## config.mk

```make
export PLATFORM = sky130hd
export DESIGN_NAME = blk_crc_verifier
export DESIGN_NICKNAME = d
export VERILOG_FILES = /design/src/rtl/blk_crc_pkg.sv /design/src/rtl/blk_crc_ctrl.sv /design/src/rtl/blk_crc_datapath.sv /design/src/rtl/blk_crc_verifier.sv
export SDC_FILE = /design/constraint.sdc
export NUM_CORES = 1
export LEC_CHECK = 0
export BUFFER_PORTS_ARGS = -buffer_cell sky130_fd_sc_hd__clkbuf_2
export CAP_MARGIN = 20
export CORE_MARGIN = 5
export CORE_UTILIZATION = 30
export DETAILED_ROUTE_END_ITERATION = 10
export GPL_ROUTABILITY_DRIVEN = 0
export GPL_TIMING_DRIVEN = 1
export PLACE_DENSITY_LB_ADDON = 0.12
export SYNTH_ARGS = -nofsm -noshare
export SYNTH_HDL_FRONTEND = slang
export SYNTH_SLANG_ARGS = --single-unit
```

## constraint.sdc

```tcl
create_clock -name clk -period 9.8 [get_ports clk]
set_clock_uncertainty 0.2 [all_clocks]
set_input_delay 0 -clock clk [delete_from_list [all_inputs] [get_ports clk]]
set_output_delay 0 -clock clk [all_outputs]
set_load 0.005 [all_outputs]
```

## src/rtl/blk_crc_pkg.sv

```systemverilog
package blk_crc_pkg;

  localparam logic [31:0] CRC_POLY = 32'h04C11DB7;
  localparam logic [31:0] CRC_SEED = 32'hFFFFFFFF;

  // Strobes from the sequencer to the datapath
  typedef struct packed {
    logic crcClear;  // reload CRC seed
    logic rdIssue;   // issue one memory read
    logic compare;   // compare CRC with golden, update index and flags
    logic idxZero;   // restart index at block 0
  } ctlStrobe_t;

  // One 32-bit word folded into the CRC, MSB first
  function automatic logic [31:0] crcWord(input logic [31:0] crcIn, input logic [31:0] din);
    logic [31:0] c;
    logic fb;
    c = crcIn;
    for (int i = 31; i >= 0; i--) begin
      fb = c[31] ^ din[i];
      c  = {c[30:0], 1'b0};
      if (fb) c = c ^ CRC_POLY;
    end
    return c;
  endfunction

endpackage

```

## src/rtl/blk_crc_ctrl.sv

```systemverilog
module blk_crc_ctrl
  import blk_crc_pkg::*;
#(
  parameter int BLOCK_WORDS = 8,
  parameter int CNT_W = 3
) (
  input  logic             clk,
  input  logic             rstN,
  input  logic             stepStart,
  input  logic             roundStart,
  input  logic             periodicEn,
  input  logic             periodTick,
  input  logic             isLastBlk,
  output ctlStrobe_t       ctl,
  output logic [CNT_W-1:0] wordCnt,
  output logic             busy
);

  localparam logic [CNT_W-1:0] LAST_WORD = CNT_W'(BLOCK_WORDS - 1);

  typedef enum logic [1:0] {S_IDLE, S_RUN, S_DRAIN, S_CMP} state_t;

  state_t           st, stNext;
  logic [CNT_W-1:0] cntNext;
  logic             inRound, roundNext;
  logic             roundGo;

  assign roundGo = roundStart | (periodicEn & periodTick);
  assign busy    = (st != S_IDLE);

  always_comb begin
    ctl       = '0;
    stNext    = st;
    cntNext   = wordCnt;
    roundNext = inRound;
    unique case (st)
      S_IDLE: begin
        if (roundGo) begin
          ctl.idxZero  = 1'b1;
          ctl.crcClear = 1'b1;
          roundNext    = 1'b1;
          cntNext      = '0;
          stNext       = S_RUN;
        end else if (stepStart) begin
          ctl.crcClear = 1'b1;
          roundNext    = 1'b0;
          cntNext      = '0;
          stNext       = S_RUN;
        end
      end
      S_RUN: begin
        ctl.rdIssue = 1'b1;
        if (wordCnt == LAST_WORD) stNext = S_DRAIN;
        else cntNext = wordCnt + 1'b1;
      end
      S_DRAIN: stNext = S_CMP;
      S_CMP: begin
        ctl.compare = 1'b1;
        if (inRound && !isLastBlk) begin
          ctl.crcClear = 1'b1;
          cntNext      = '0;
          stNext       = S_RUN;
        end else begin
          stNext = S_IDLE;
        end
      end
    endcase
  end

  always_ff @(posedge clk) begin
    if (!rstN) begin
      st      <= S_IDLE;
      wordCnt <= '0;
      inRound <= 1'b0;
    end else begin
      st      <= stNext;
      wordCnt <= cntNext;
      inRound <= roundNext;
    end
  end

endmodule

```

## src/rtl/blk_crc_datapath.sv

```systemverilog
module blk_crc_datapath
  import blk_crc_pkg::*;
#(
  parameter int NUM_BLOCKS = 4,
  parameter int BLOCK_WORDS = 8,
  parameter int IDX_W = 2,
  parameter int ADDR_W = 5,
  parameter int CNT_W = 3
) (
  input  logic              clk,
  input  logic              rstN,
  input  ctlStrobe_t        ctl,
  input  logic [CNT_W-1:0]  wordCnt,
  input  logic              failClear,
  input  logic              goldWe,
  input  logic [IDX_W-1:0]  goldIdx,
  input  logic [31:0]       goldData,
  output logic              memRdEn,
  output logic [ADDR_W-1:0] memAddr,
  input  logic [31:0]       memRdData,
  output logic              isLastBlk,
  output logic [IDX_W-1:0]  curIdx,
  output logic              blockDone,
  output logic              blockPass,
  output logic              roundDone,
  output logic              failSticky,
  output logic [IDX_W-1:0]  failIndex
);

  logic [31:0] goldMem [NUM_BLOCKS];
  logic [31:0] crcReg;
  logic        rdValid;
  logic        match;

  // Golden value register array, one entry per block
  for (genvar g = 0; g < NUM_BLOCKS; g++) begin : g_gold
    always_ff @(posedge clk) begin
      if (!rstN) goldMem[g] <= '0;
      else if (goldWe && goldIdx == IDX_W'(g)) goldMem[g] <= goldData;
    end
  end

  assign isLastBlk = (curIdx == IDX_W'(NUM_BLOCKS - 1));
  assign memRdEn   = ctl.rdIssue;
  assign memAddr   = ADDR_W'(curIdx) * ADDR_W'(BLOCK_WORDS) + ADDR_W'(wordCnt);
  assign match     = (crcReg == goldMem[curIdx]);

  always_ff @(posedge clk) begin
    if (!rstN) begin
      rdValid <= 1'b0;
      crcReg  <= CRC_SEED;
    end else begin
      rdValid <= ctl.rdIssue;
      if (ctl.crcClear) crcReg <= CRC_SEED;
      else if (rdValid) crcReg <= crcWord(crcReg, memRdData);
    end
  end

  always_ff @(posedge clk) begin
    if (!rstN) begin
      curIdx     <= '0;
      blockDone  <= 1'b0;
      blockPass  <= 1'b0;
      roundDone  <= 1'b0;
      failSticky <= 1'b0;
      failIndex  <= '0;
    end else begin
      blockDone <= ctl.compare;
      roundDone <= ctl.compare & isLastBlk;
      if (ctl.compare) blockPass <= match;
      if (ctl.idxZero) curIdx <= '0;
      else if (ctl.compare) curIdx <= isLastBlk ? '0 : curIdx + 1'b1;
      if (ctl.compare && !match) begin
        failSticky <= 1'b1;
        if (!failSticky || failClear) failIndex <= curIdx;
      end else if (failClear) begin
        failSticky <= 1'b0;
      end
    end
  end

endmodule

```

## src/rtl/blk_crc_verifier.sv

```systemverilog
module blk_crc_verifier
  import blk_crc_pkg::*;
#(
  parameter int NUM_BLOCKS = 4,
  parameter int BLOCK_WORDS = 8,
  localparam int IDX_W = (NUM_BLOCKS > 1) ? $clog2(NUM_BLOCKS) : 1,
  localparam int ADDR_W = (NUM_BLOCKS * BLOCK_WORDS > 1) ? $clog2(NUM_BLOCKS * BLOCK_WORDS) : 1
) (
  input  logic              clk,
  input  logic              rstN,
  input  logic              stepStart,
  input  logic              roundStart,
  input  logic              periodicEn,
  input  logic              periodTick,
  input  logic              failClear,
  input  logic              goldWe,
  input  logic [IDX_W-1:0]  goldIdx,
  input  logic [31:0]       goldData,
  output logic              memRdEn,
  output logic [ADDR_W-1:0] memAddr,
  input  logic [31:0]       memRdData,
  output logic              busy,
  output logic [IDX_W-1:0]  curIdx,
  output logic              blockDone,
  output logic              blockPass,
  output logic              roundDone,
  output logic              failSticky,
  output logic [IDX_W-1:0]  failIndex
);

  localparam int CNT_W = (BLOCK_WORDS > 1) ? $clog2(BLOCK_WORDS) : 1;

  ctlStrobe_t       ctl;
  logic [CNT_W-1:0] wordCnt;
  logic             isLastBlk;

  blk_crc_ctrl #(.BLOCK_WORDS(BLOCK_WORDS), .CNT_W(CNT_W)) ctrl_i (
    .clk(clk), .rstN(rstN), .stepStart(stepStart), .roundStart(roundStart),
    .periodicEn(periodicEn), .periodTick(periodTick), .isLastBlk(isLastBlk),
    .ctl(ctl), .wordCnt(wordCnt), .busy(busy)
  );

  blk_crc_datapath #(
    .NUM_BLOCKS(NUM_BLOCKS), .BLOCK_WORDS(BLOCK_WORDS), .IDX_W(IDX_W),
    .ADDR_W(ADDR_W), .CNT_W(CNT_W)
  ) dp_i (
    .clk(clk), .rstN(rstN), .ctl(ctl), .wordCnt(wordCnt), .failClear(failClear),
    .goldWe(goldWe), .goldIdx(goldIdx), .goldData(goldData),
    .memRdEn(memRdEn), .memAddr(memAddr), .memRdData(memRdData),
    .isLastBlk(isLastBlk), .curIdx(curIdx), .blockDone(blockDone),
    .blockPass(blockPass), .roundDone(roundDone), .failSticky(failSticky),
    .failIndex(failIndex)
  );

endmodule

```

### After elaboration in Yosys (flattened, before gate mapping)

Memory sizes are Yosys's and may differ from the RTL's. A register that Yosys moved wholly into a read port is not among the register bits.
Index checks and enable logic that the tools add are counted.
W data, S select, Z words.

| cells by class | value |
|---|---|
| add/sub/neg operators | 3 |
| equality and inequality tests | 13 |
| muxes and demuxes | 167 |
| bitwise logic cells | 72 |
| reduce and logical (&&, ||, !) cells | 22 |

Operator list:

| kind | count |
|---|---|
| $mux W32 | 97 |
| $mux W27 | 32 |
| $not A14 Y14 | 32 |
| $eq A32 B32 Y1 | 1 |
| $xor A1 B1 Y1 | 32 |
| $mux W1 | 25 |
| $mux W2 | 6 |
| $mux W3 | 4 |
| $eq A2 B2 Y1 const B | 5 |
| $pmux W3 S3 | 1 |
| $pmux W2 S4 | 1 |
| $logic_and A1 B1 Y1 | 6 |
| $reduce_and A2 Y1 | 3 |
| $reduce_bool A2 Y1 | 3 |
| $add A5 B3 Y5 | 1 |
| $or A1 B1 Y1 | 5 |
| $eq A2 B1 Y1 const B | 2 |
| $logic_not A2 Y1 | 2 |
| $ne A2 B1 Y1 const B | 2 |
| $reduce_and A4 Y1 | 1 |
| $reduce_or A2 Y1 | 2 |
| $add A3 B1 Y3 const B | 1 |
| $eq A3 B3 Y1 const B | 1 |
| $logic_not A1 Y1 | 3 |
| 8 further kinds | 9 |

| storage, ports and cells | value |
|---|---|
| flip-flop bits (word level) | 47 |
| memory bits (writable) | 128 |
| input port bits | 74 |
| output and inout bits | 15 |
| logic and storage cells | 289 |
| memories kept | 1 |

Memory list:

| memory | depth | bits a word | read ports | clocked after memory_dff | write ports | RTL line | text |
|---|---|---|---|---|---|---|---|
| dp_i.goldMem | 4 | 32 | 1 | 1 | 4 | blk_crc_datapath.sv:30 | `logic [31:0] goldMem [NUM_BLOCKS];` |

### Longest topological paths before layout

| depth | value |
|---|---|
| depth after elaboration | 159 |
| gate-level depth with buffers | 10 |
| mapped depth without buffers | 9 |

### Modules after synthesis

Synthesis repeated with hierarchy kept, for this count alone.

| unflattened totals | value |
|---|---|
| cell total of the unflattened synthesis | 834 |
| area total of the unflattened synthesis | 11150.7 sq um |

Modules (own cells, without submodules):

| module | times used | cells an instance | area each (sq um) | seq. area each (sq um) |
|---|---|---|---|---|
| blk_crc_datapath | 1 | 787 | 10695.3 | 4704.5 |
| blk_crc_ctrl | 1 | 47 | 455.4 | 120.1 |

### Least setup slack after synthesis

OpenSTA, ideal clock, no wires.

| timing path | value |
|---|---|
| path type | register to register |
| start | reg dp_i.crcReg[31] |
| end | reg dp_i.crcReg[8] |
| library setup time | 0.122 ns |
| arrival | 3.767 ns |
| data required time | 9.478 ns |
| slack | 5.711 ns |
| stages on the path, launching flop included | 11 |
| path buffers | 1 |
| period minus slack after synthesis | 4.089 ns |
| cell sequence | dfxtp_1 -> xor2_2 -> xnor3_2 -> xnor2_2 -> xnor3_2 -> xnor2_4 -> xor3_2 -> buf_6 -> xnor3_1 -> or4_1 -> o311a_1 |

| on the way | value |
|---|---|
| cells in the longest elaborated chain, start to end | 134 |
| elaborated cells on any way between the ends | 171 |
| those cells by class | mux (125); bitwise (46) |

Ends and longest elaborated chain:

| what | RTL line | text |
|---|---|---|
| start: declaration | blk_crc_datapath.sv:31 | `logic [31:0] crcReg;` |
| start signal: assignment | blk_crc_datapath.sv:55 | `else if (rdValid) crcReg <= crcWord(crcReg, memRdData);` |
| $xor A1 B1 Y1 * | blk_crc_pkg.sv:20 | `fb = c[31] ^ din[i];` |
| $mux W27 * | blk_crc_pkg.sv:22 | `if (fb) c = c ^ CRC_POLY;` |
| $mux W32 * | blk_crc_datapath.sv:55 |  |
| $mux W32 * | blk_crc_datapath.sv:54 | `if (ctl.crcClear) crcReg <= CRC_SEED;` |
| $mux W32 * | blk_crc_datapath.sv:49 | `if (!rstN) begin` |
| $mux W27 / $not A14 Y14 (equally long branches) | -- |  |
| $mux W32 * | blk_crc_datapath.sv:55 |  |
| $mux W32 * | blk_crc_datapath.sv:54 |  |
| [118 not listed] | -- |  |
| $mux W32 * | blk_crc_datapath.sv:49 |  |
| $not A14 Y14 (no source line), or another cell as far along | -- |  |
| $mux W27 / $mux W32 (equally long branches) | blk_crc_pkg.sv:22, blk_crc_datapath.sv:49 |  |
| $mux W32 * | blk_crc_datapath.sv:55 |  |
| $mux W32 * | blk_crc_datapath.sv:54 |  |
| $mux W32 * | blk_crc_datapath.sv:49 |  |
| $not A14 Y14 (no source line) / $xor A1 B1 Y1 (equally long branches) | -- |  |
| $mux W27 * | blk_crc_pkg.sv:22 |  |

Mark *: on every way between the ends. The rest lies on a longest branch, timed or not. The select of a mux whose other input is x is not followed.
A chain may end at the register's enable or synchronous reset.

### Worst setup path in the final report

Same ends and word-level chain as after synthesis.

==> metrics.md <==
| Metric | Value |
|---|---|
| CP max stage delay | 0.67 ns |
| Slew HR | 36.4% |
| Detailed router's first-iteration violation count | 302 |
| Max Clk Rate | 212 MHz |
| Fin nets | 1027 |
| Detailed Route WL | 30900 um |
| Core Area | 0.0357 mm2 |
| Slew @ Worst Pin | 0.951 ns |
| DRC viols | 0 |
| Initial Util | 30.5% |
| Die area | 0.0402 mm2 |
| Primary FF master, synth | edfxtp_1 |
| Post-CTS Resized | 0 |
| Routed Antenna Nets | 0 |
| Die X | 200 um |
| Commonest non-fill, non-tap cell in the layout | xnor2_1 |
| H-tree levels | 4 |
| Area of the multi-input gates | 0.00596 mm2 |
| Hold endpoint | dp_i.goldMem[0][5]$_SDFFCE_PN0P_ |
| Final-report hold violation count | 0 |
| TNS Setup | 0 ns |
| Yosys cell types | 45 |
| Die Span Y | 200 um |
| Vias per inst | 4.52 |
| Largest net degree at the start of global routing | 33 |
| CP max stage cell | xor3_2 |
| CTS tree | built |
| Wire per inst | 21.7 um |
| Post-CTS Setup Inserts | 0 |
| Final setup fails | 0 |
| Max_cap viols | 0 |
| Reg2reg setup slack | 5.08 ns |
| Post-CTS Hold Buffers | 39 |
| FF-to-FF End | dp_i.crcReg[8]$_SDFFE_PP1P_ |
| TritonCTS Buffers | 17 |
| Register bit total from synthesis | 177 |
| Required time worst endpoint | 9.92 ns |
| CTS sink count | 177 |
| RSZ-0062 raised after global routing | false |
| Post-DP HPWL | 22000 um |
| Clock latency on the worst-skew pair | 0.45 ns |
| Reg2Reg Depth | 9 |
| P&R area growth vs syn | 18.8% |
| Worst Hold Launch | goldIdx[1] |
| Synthesized instance count | 824 |
| Warnings from Yosys | 0 |
| Status | complete, no violations |
| Antenna violations before repair | 1 |
| Crit path top cell by count | xnor3_2 |
| Register Area | 0.00483 mm2 |
| CP Capture Type | flop |
| CP Data Arrival Time | 4.84 ns |
| Final critical-path share of the clock period | 48.1% |
| Fin. max-slew vios | 0 |
| WHS Path Cells | 3 |
| Total congestion overflow | 0 |
| First-pass GRT wire length | 46300 um |
| Asr flop ratio synth | 0% |
| Total track usage | 15.5% |
| CP max FO | 8 |
| Worst flop-to-flop path startpoint | dp_i.crcReg[31]$_SDFFE_PP1P_ |
| Vias in the first global route | 6762 |
| Seq/Total Area, Yosys | 44.3% |
| Number of synthesized flops with an enable pin | 128 |
| Clock Pin Slew Worst Setup and Hold Paths | 0.08 ns |
| Fillers | 3532 |
| Critical path cell sequence | xor2_2, xnor3_2, xnor2_2, xnor3_2, xnor2_4, xor3_2, xnor3_1, or4_1, o311a_1 |
| Hold WC Path Type | input pin to flop |
| CTS max path bufs | 2 |
| Most frequent cells in the layout | xnor2_1, and2_1, edfxtp_1 |
| # IOs | 89 |
| Startpoint types | flop |
| IO Port Bufs | 88 |
| Pre-antenna DRT Iters | 4 |
| CP Class | flop to flop |
| Syn avg cell area | 13.2 um2 |
| CTS Root Cell | clkbuf_16 |
| Vias | 6422 |
| Share of cells above drive strength 1 | 20.9% |
| Cell Rows | 69 |
| Crit path time final | 4.72 ns |
| Synth Net Count | 905 |
| Netlist Area Pre-Place | 0.0109 mm2 |
==> how the worst max path moves through the flow <==
stage | start | end | slack (ns) | cells after the start
6_report | dp_i.crcReg[31]$_SDFFE_PP1P_ | dp_i.crcReg[8]$_SDFFE_PP1P_ | 5.08 | 9
5_1_grt | dp_i.crcReg[31]$_SDFFE_PP1P_ | dp_i.crcReg[8]$_SDFFE_PP1P_ | 4.96 | 9
4_1_cts | dp_i.crcReg[31]$_SDFFE_PP1P_ | dp_i.crcReg[8]$_SDFFE_PP1P_ | 5.10 | 9
3_5_place_dp | dp_i.crcReg[31]$_SDFFE_PP1P_ | dp_i.crcReg[8]$_SDFFE_PP1P_ | 5.13 | 9
3_3_place_gp | dp_i.crcReg[31]$_SDFFE_PP1P_ | dp_i.crcReg[8]$_SDFFE_PP1P_ | 5.08 | 9
2_1_floorplan | dp_i.crcReg[31]$_SDFFE_PP1P_ | dp_i.crcReg[8]$_SDFFE_PP1P_ | 5.71 | 10
==> layout make-up <==
class | instances | area share, %
Multi-Input combinational cell | 605 | 46.1
Antenna cell | 1 | 0.0194
Clock inverter | 15 | 1.44
Inverter | 7 | 0.203
Sequential cell | 177 | 37.3
Timing Repair Buffer | 138 | 7.13
Clock buffer | 17 | 3.29
Tap cell | 461 | 4.46
==> through the flow <==
stage	utilization [%]	instances	hold slack, ns	instance area [um2]	setup WS (ns)
6_report	36.2	1421	0.115	12900	5.08
5_1_grt	36.2	1421	0.146	12900	4.96
4_1_cts	36.2	1419	0.118	12900	5.10
3_5_place_dp	33.4	1348	0.120	11900	5.13
3_3_place_gp	33.4	1348	0.113	11900	5.08
2_1_floorplan	-	824	-0.00419	10900	5.71
==> cell families (layout without fill, tap and decap cells) <==
family | Yosys count | in the layout | synth area share [%]
mux | 38 | 38 | 7.18
fa+ha+maj | 7 | 7 | 0.805
buf+inv | 42 | 177 | 1.59
other cells | 0 | 1 | 0
simple gates | 218 | 218 | 11.2
compound gates | 52 | 52 | 3.24
flops | 177 | 177 | 44.3
xor+xnor | 290 | 290 | 31.7
==> Yosys cell counts (2+ instances only) <==
library cell  count  area share [%]
nand2_1          15            0.52
a22oi_1          11            0.76
and3_1            2            0.11
buf_4             2            0.14
xnor2_4           2            0.51
xnor3_2           7             1.5
xor2_2            4            0.60
xor3_1            2            0.44
xnor2_1         195              16
o21ai_0          18            0.83
clkbuf_1         27            0.93
mux4_2           32             6.6
nor4_1            2            0.11
xor2_1           28             2.3
ha_1              7            0.81
o211ai_1          6            0.41
nor2b_1           8            0.46
xnor3_1          39             8.1
a21boi_0          4            0.28
edfxtp_1        128              35
mux2i_1           6            0.55
xnor3_4           6             1.4
a21o_1            2            0.14
buf_1             5            0.17
nand3_1           3            0.14
nor2_1           44             1.5
nand4_1           8            0.46
xnor2_2           6            0.90
o21a_1            2            0.14
a211o_1           2            0.16
a21oi_1           2           0.092
dfxtp_1          49             9.0
inv_1             6            0.21
and2_1          131             7.5
nand2b_1          3            0.17
==> flip-flops by register name (all words and copies together), names as in the netlist, named ones only <==
name	flops
ctrl_i.wordCnt	3
dp_i.blockPass	1
dp_i.crcReg	32
dp_i.curIdx	2
dp_i.failIndex	2
dp_i.failSticky	1
ctrl_i.inRound	1
dp_i.goldMem	128
ctrl_i.st	2
dp_i.rdValid	1
dp_i.blockDone	1
dp_i.roundDone	1
==> critical path: cells and delay by family, from the launching register on <==
| family | cells | cell delay, ns |
|---|---|---|
| XOR/XNOR | 7 | 3.37 |
| flip-flops | 1 | 0.48 |
| AND/OR/NAND/NOR | 1 | 0.41 |
| AO/OA/AOI/OAI | 1 | 0.12 |
==> metal layers <==
metal	GRT usage [%]	part of all wire, %
met5	0	0
met3	2.94	3.8
met1	20.8	45
met4	3.88	1.8
met2	26.0	49
Power is not shown: default switching activity piles up to over one toggle a cycle in this logic, so the estimate is an artifact.
